--- src/rtl/pcmp_pkg.sv ---
package pcmp_pkg;
  typedef struct packed {
    logic eq;
    logic gt;
    logic ge;
  } cmp_flags_t;
endpackage

--- src/rtl/pcmp_nibble.sv ---
module pcmp_nibble
  import pcmp_pkg::*;
#(
  parameter int NIB_W = 4
) (
  input  logic [NIB_W-1:0] a_i,
  input  logic [NIB_W-1:0] b_i,
  output cmp_flags_t       flags_o
);
  always_comb begin
    flags_o.eq = (a_i == b_i);
    flags_o.gt = (a_i >  b_i);
    flags_o.ge = (a_i >= b_i);
  end
endmodule

--- src/rtl/pcmp_chain.sv ---
module pcmp_chain
  import pcmp_pkg::*;
#(
  parameter int NUM_NIB = 4,
  localparam int SPLIT_W = (NUM_NIB > 1) ? NUM_NIB - 1 : 1
) (
  input  cmp_flags_t [NUM_NIB-1:0] nib_i,
  input  logic [SPLIT_W-1:0]       split_i,
  output cmp_flags_t [NUM_NIB-1:0] acc_o
);
  // acc_o[i] holds the running result from the lane's top nibble down to nibble i
  for (genvar i = 0; i < NUM_NIB; i++) begin : g_link
    if (i == NUM_NIB - 1) begin : g_top
      assign acc_o[i] = nib_i[i];
    end else begin : g_mid
      logic cut;
      assign cut = split_i[i];
      always_comb begin
        if (cut) begin
          acc_o[i] = nib_i[i];
        end else begin
          acc_o[i].eq = acc_o[i+1].eq & nib_i[i].eq;
          acc_o[i].gt = acc_o[i+1].gt | (acc_o[i+1].eq & nib_i[i].gt);
          acc_o[i].ge = acc_o[i+1].gt | (acc_o[i+1].eq & nib_i[i].ge);
        end
      end
    end
  end

  if (NUM_NIB > 1) begin : g_chk
    always_comb begin
      if (&split_i) begin
        AST_FULL_SPLIT_LOCAL: assert (acc_o == nib_i)
          else $error("fully split chain differs from nibble flags");
      end
    end
  end
endmodule

--- src/rtl/pcmp_pack.sv ---
module pcmp_pack
  import pcmp_pkg::*;
#(
  parameter int NUM_NIB = 4,
  localparam int SPLIT_W = (NUM_NIB > 1) ? NUM_NIB - 1 : 1
) (
  input  cmp_flags_t [NUM_NIB-1:0] acc_i,
  input  logic [SPLIT_W-1:0]       split_i,
  output logic [NUM_NIB-1:0]       eq_o,
  output logic [NUM_NIB-1:0]       gt_o,
  output logic [NUM_NIB-1:0]       ge_o
);
  logic [NUM_NIB-1:0] lane_base;

  for (genvar i = 0; i < NUM_NIB; i++) begin : g_out
    if (i == 0) begin : g_low
      assign lane_base[i] = 1'b1;
    end else begin : g_up
      assign lane_base[i] = split_i[i-1];
    end
    assign eq_o[i] = lane_base[i] & acc_i[i].eq;
    assign gt_o[i] = lane_base[i] & acc_i[i].gt;
    assign ge_o[i] = lane_base[i] & acc_i[i].ge;
  end

  always_comb begin
    AST_GE_IS_GT_OR_EQ: assert (ge_o == (gt_o | eq_o))
      else $error("ge differs from gt|eq");
    AST_EQ_GT_EXCLUSIVE: assert ((eq_o & gt_o) == '0)
      else $error("eq and gt both set");
  end
endmodule

--- src/rtl/simd_part_cmp.sv ---
module simd_part_cmp
  import pcmp_pkg::*;
#(
  parameter int NIB_W   = 4,
  parameter int NUM_NIB = 4,
  localparam int DATA_W  = NIB_W * NUM_NIB,
  localparam int SPLIT_W = (NUM_NIB > 1) ? NUM_NIB - 1 : 1
) (
  input  logic [DATA_W-1:0]  opa_i,
  input  logic [DATA_W-1:0]  opb_i,
  input  logic [SPLIT_W-1:0] split_i,
  output logic [NUM_NIB-1:0] eq_o,
  output logic [NUM_NIB-1:0] gt_o,
  output logic [NUM_NIB-1:0] ge_o
);
  cmp_flags_t [NUM_NIB-1:0] nib_flags;
  cmp_flags_t [NUM_NIB-1:0] acc_flags;

  for (genvar n = 0; n < NUM_NIB; n++) begin : g_nib
    pcmp_nibble #(.NIB_W(NIB_W)) u_nib (
      .a_i     (opa_i[n*NIB_W +: NIB_W]),
      .b_i     (opb_i[n*NIB_W +: NIB_W]),
      .flags_o (nib_flags[n])
    );
  end

  pcmp_chain #(.NUM_NIB(NUM_NIB)) u_chain (
    .nib_i   (nib_flags),
    .split_i (split_i),
    .acc_o   (acc_flags)
  );

  pcmp_pack #(.NUM_NIB(NUM_NIB)) u_pack (
    .acc_i   (acc_flags),
    .split_i (split_i),
    .eq_o    (eq_o),
    .gt_o    (gt_o),
    .ge_o    (ge_o)
  );

  // positions that do not start a lane must stay quiet
  logic [NUM_NIB-1:0] quiet_pos;
  if (NUM_NIB > 1) begin : g_quiet
    assign quiet_pos = ~{split_i, 1'b1};
  end else begin : g_single
    assign quiet_pos = '0;
  end

  always_comb begin
    AST_UPPER_NIBBLES_ZERO: assert (((eq_o | gt_o | ge_o) & quiet_pos) == '0)
      else $error("result bit outside lane base");
  end
endmodule

--- config.mk ---
export PLATFORM = sky130hd
export DESIGN_NAME = simd_part_cmp
export DESIGN_NICKNAME = d
export VERILOG_FILES = /design/src/rtl/pcmp_pkg.sv /design/src/rtl/pcmp_nibble.sv /design/src/rtl/pcmp_chain.sv /design/src/rtl/pcmp_pack.sv /design/src/rtl/simd_part_cmp.sv
export SDC_FILE = /design/constraint.sdc
export NUM_CORES = 1
export LEC_CHECK = 0
export ABC_CLOCK_PERIOD_IN_PS = 3400
export BUFFER_PORTS_ARGS = -buffer_cell sky130_fd_sc_hd__buf_2
export CAP_MARGIN = 0
export CELL_PAD_IN_SITES_DETAIL_PLACEMENT = 1
export CELL_PAD_IN_SITES_GLOBAL_PLACEMENT = 2
export CORE_UTILIZATION = 20
export DETAILED_ROUTE_END_ITERATION = 10
export GPL_TIMING_DRIVEN = 1
export PLACE_DENSITY_LB_ADDON = 0.1
export RECOVER_POWER = 25
export SLEW_MARGIN = 10
export SYNTH_ARGS = -nofsm -noshare
export SYNTH_HDL_FRONTEND = slang
export SYNTH_HIERARCHICAL = 1
export SYNTH_SLANG_ARGS = --single-unit
--- constraint.sdc ---
create_clock -name vclk -period 3.4
set_clock_uncertainty 0.1 [all_clocks]
set_input_delay 0.68 -clock vclk [all_inputs]
set_output_delay 0.68 -clock vclk [all_outputs]
set_load 0.02 [all_outputs]
==> out/metrics.csv <==
stage,metric,value,unit
status,outcome,completed,
route,post-route DRC violation count,0,
worst_hold_path,worst hold-check path type,in2out,
route,vias,738,
pwr,P per Cell Area,137,nW/um^2
worst_hold_path,Worst Hold Depth,3,
die,Boundary Pins,47,
logic_synthesis,Synth warnings,6,
worst_setup_path,"Cell Chain, Critical Path",buf_2 > ha_1 > nand4_1 > inv_1 > o21a_2 > or2_1 > a21o_1 > a21o_1 > buf_2,
pwr,Comb pwr share,100.0,%
placement,IO buf count,47,
worst_setup_path,crit path kind,in2out,
finish,Final Cell Area,902,um^2
pwr,Flop pwr share,0,%
sta,part of the cycle the worst path needs,90.7,%
worst_setup_path,CP Max Fanout,4,
finish,fin nets,194,
placement,placed cells,185,
finish,Multi-input gate area,527,um^2
pwr,net switching power,0.0640,mW
placement,"Cell Area, Placed",903,um^2
logic_synthesis,Syn Inst Count,100,
die,# rows,20,
worst_setup_path,Critical Path AT,2.31,ns
worst_setup_path,Setup crit start kind,input port,
placement,post-DP HPWL,1450,um
grt,first-pass GRT wire length,2420,um
worst_setup_path,WP data required,2.62,ns
finish,fillers,417,
finish,"Cell Count, Final, Fillers Out",185,
route,Pre-antenna DRT Iters,2,
sta,Fin. Hold Viols,0,
sta,Slew headroom,83.2,%
finish,Syn-to-layout area delta,37.1,%
pwr,Clk pwr share,0,%
grt,largest net degree at the start of global routing,8,
logic_synthesis,synthesized cell area,658,um^2
die,Initial Utilization,21.4,%
sta,Tmin final,3.09,ns
sta,setup TNS,0,ns
clocking,"Hold-fix buffers, CTS",0,
die,area of the core,3080,um^2
finish,ANT cells,0,
logic_synthesis,sequential share of the synthesized area,0,%
logic_synthesis,number of distinct library cells after synthesis,20,
grt,vias in the first global route,659,
placement,GPL Wtd Cong,0.670,
route,wire per inst,8.03,um
route,DRT iter0 DRCs,8,
pwr,switch share,51.6,%
sta,RSZ-0062 raised after global routing,no,
grt,gr ovfl total,0,
worst_setup_path,CP peak stage delay,0.31,ns
finish,register area,0,um^2
finish,FF+latch count,0,
sta,Final setup violation count,0,
clocking,CTS-repair resized insts,0,
grt,Total GRT Usage,8.18,%
logic_synthesis,Syn Area/Cell,6.58,um^2
route,DR vias/cell,3.99,
finish,layout cell share with drive strength beyond 1,36.9,%
pwr,Pleak,0.600,nW
sta,slew at the pin with the worst max-slew slack,0.253,ns
worst_setup_path,slowest cell on the critical path,ha_1,
clocking,postcts setup bufs,0,
grt,initial antenna violation count,0,
sta,max-slew violation count,0,
job,maxcap violations,0,
logic_synthesis,post-synth net total,151,
die,die height,59.4,um
pwr,internal power,0.0599,mW
die,die area,3520,um^2
die,Die X,59.4,um
finish,clkbuf count,0,
pwr,worst vdd ir,45.4,uV
route,ANT nets after route,0,
sta,Max Freq,324,MHz
worst_setup_path,kind of end point of the critical path,output port,
route,WL final,1490,um
-- layer usage --
| layer | vias up | wire, um | GRT usage [%] |
|---|---|---|---|
| met2 | 23 | 693 | 15.7 |
| met5 | - | 0 | 0 |
| met1 | 315 | 695 | 10.6 |
| li1 | 400 | - | - |
| met3 | 0 | 95 | 0.218 |
| met4 | 0 | 0 | 0 |
-- through the flow --
| step | utilization, % | setup WS (ns) | power [mW] | hold slack [ns] |
|---|---|---|---|---|
| floorplan | - | 0.507 | 0.0921 | 1.44 |
| global placement | 29.3 | 0.337 | 0.125 | 1.66 |
| detailed placement | 29.3 | 0.311 | 0.127 | 1.66 |
| CTS | 29.3 | 0.307 | 0.128 | 1.66 |
| global route | 29.3 | 0.168 | 0.141 | 1.68 |
| finish | 29.3 | 0.315 | 0.124 | 1.66 |
-- power by group through the flow --
stage	registers (mW)	clock network [mW]	logic, mW
finish	0	0	0.124
global placement	0	0	0.125
floorplan	0	0	0.0921
global route	0	0	0.141
detailed placement	0	0	0.127
CTS	0	0	0.128
-- placed cells by master (no fill, tap or decap), types with 2 or more instances in the layout --
cell	count
buf_2	46
and2_1	12
a21oi_1	8
a21o_1	3
nand2b_1	4
o21ai_0	4
o21ai_1	2
nand2_1	9
ha_1	16
inv_1	23
nand4_1	3
-- synth_stat cells (all sizes together) --
cell	number	area (um^2)
nor2	1	3.75
a21o	4	31.3
ha	16	200
nor2b	1	13.8
o21a	2	16.3
or2	1	6.26
a21oi	8	40.0
o21ai	7	38.8
and2	14	88.8
buf	6	45.0
nand4	3	18.8
and4	1	10.0
nand2	9	33.8
nand2b	4	25.0
inv	23	86.3
-- layout make-up --
| type | count | area share, % |
|---|---|---|
| inverter | 23 | 9.57 |
| tap | 44 | 6.10 |
| multi-input combinational | 71 | 58.4 |
| timing repair buffer | 47 | 25.9 |
-- path summary, 6_finish.rpt --
check / from / end / slack (ns)
max: opa_i[15] / ge_o[0] / 0.31
min: split_i[0] / ge_o[1] / 1.66
-- worst max-delay path: cells and delay by family --
| family | cells | cell delay (ns) |
|---|---|---|
| and+or+nand+nor | 2 | 0.38 |
| adders and majority gates | 1 | 0.31 |
| AOI/OAI and AO/OA | 3 | 0.60 |
| buffers and inverters | 3 | 0.34 |
-- kinds of logic (layout without fill, tap and decap cells) --
family / Yosys count / after routing / synth area share, %
and+or+nand+nor: 34 / 34 / 30.4
buffers and inverters: 29 / 70 / 20.0
AOI/OAI and AO/OA: 21 / 21 / 19.2
adders and majority gates: 16 / 16 / 30.4
Power figures use the tool's default switching activity.
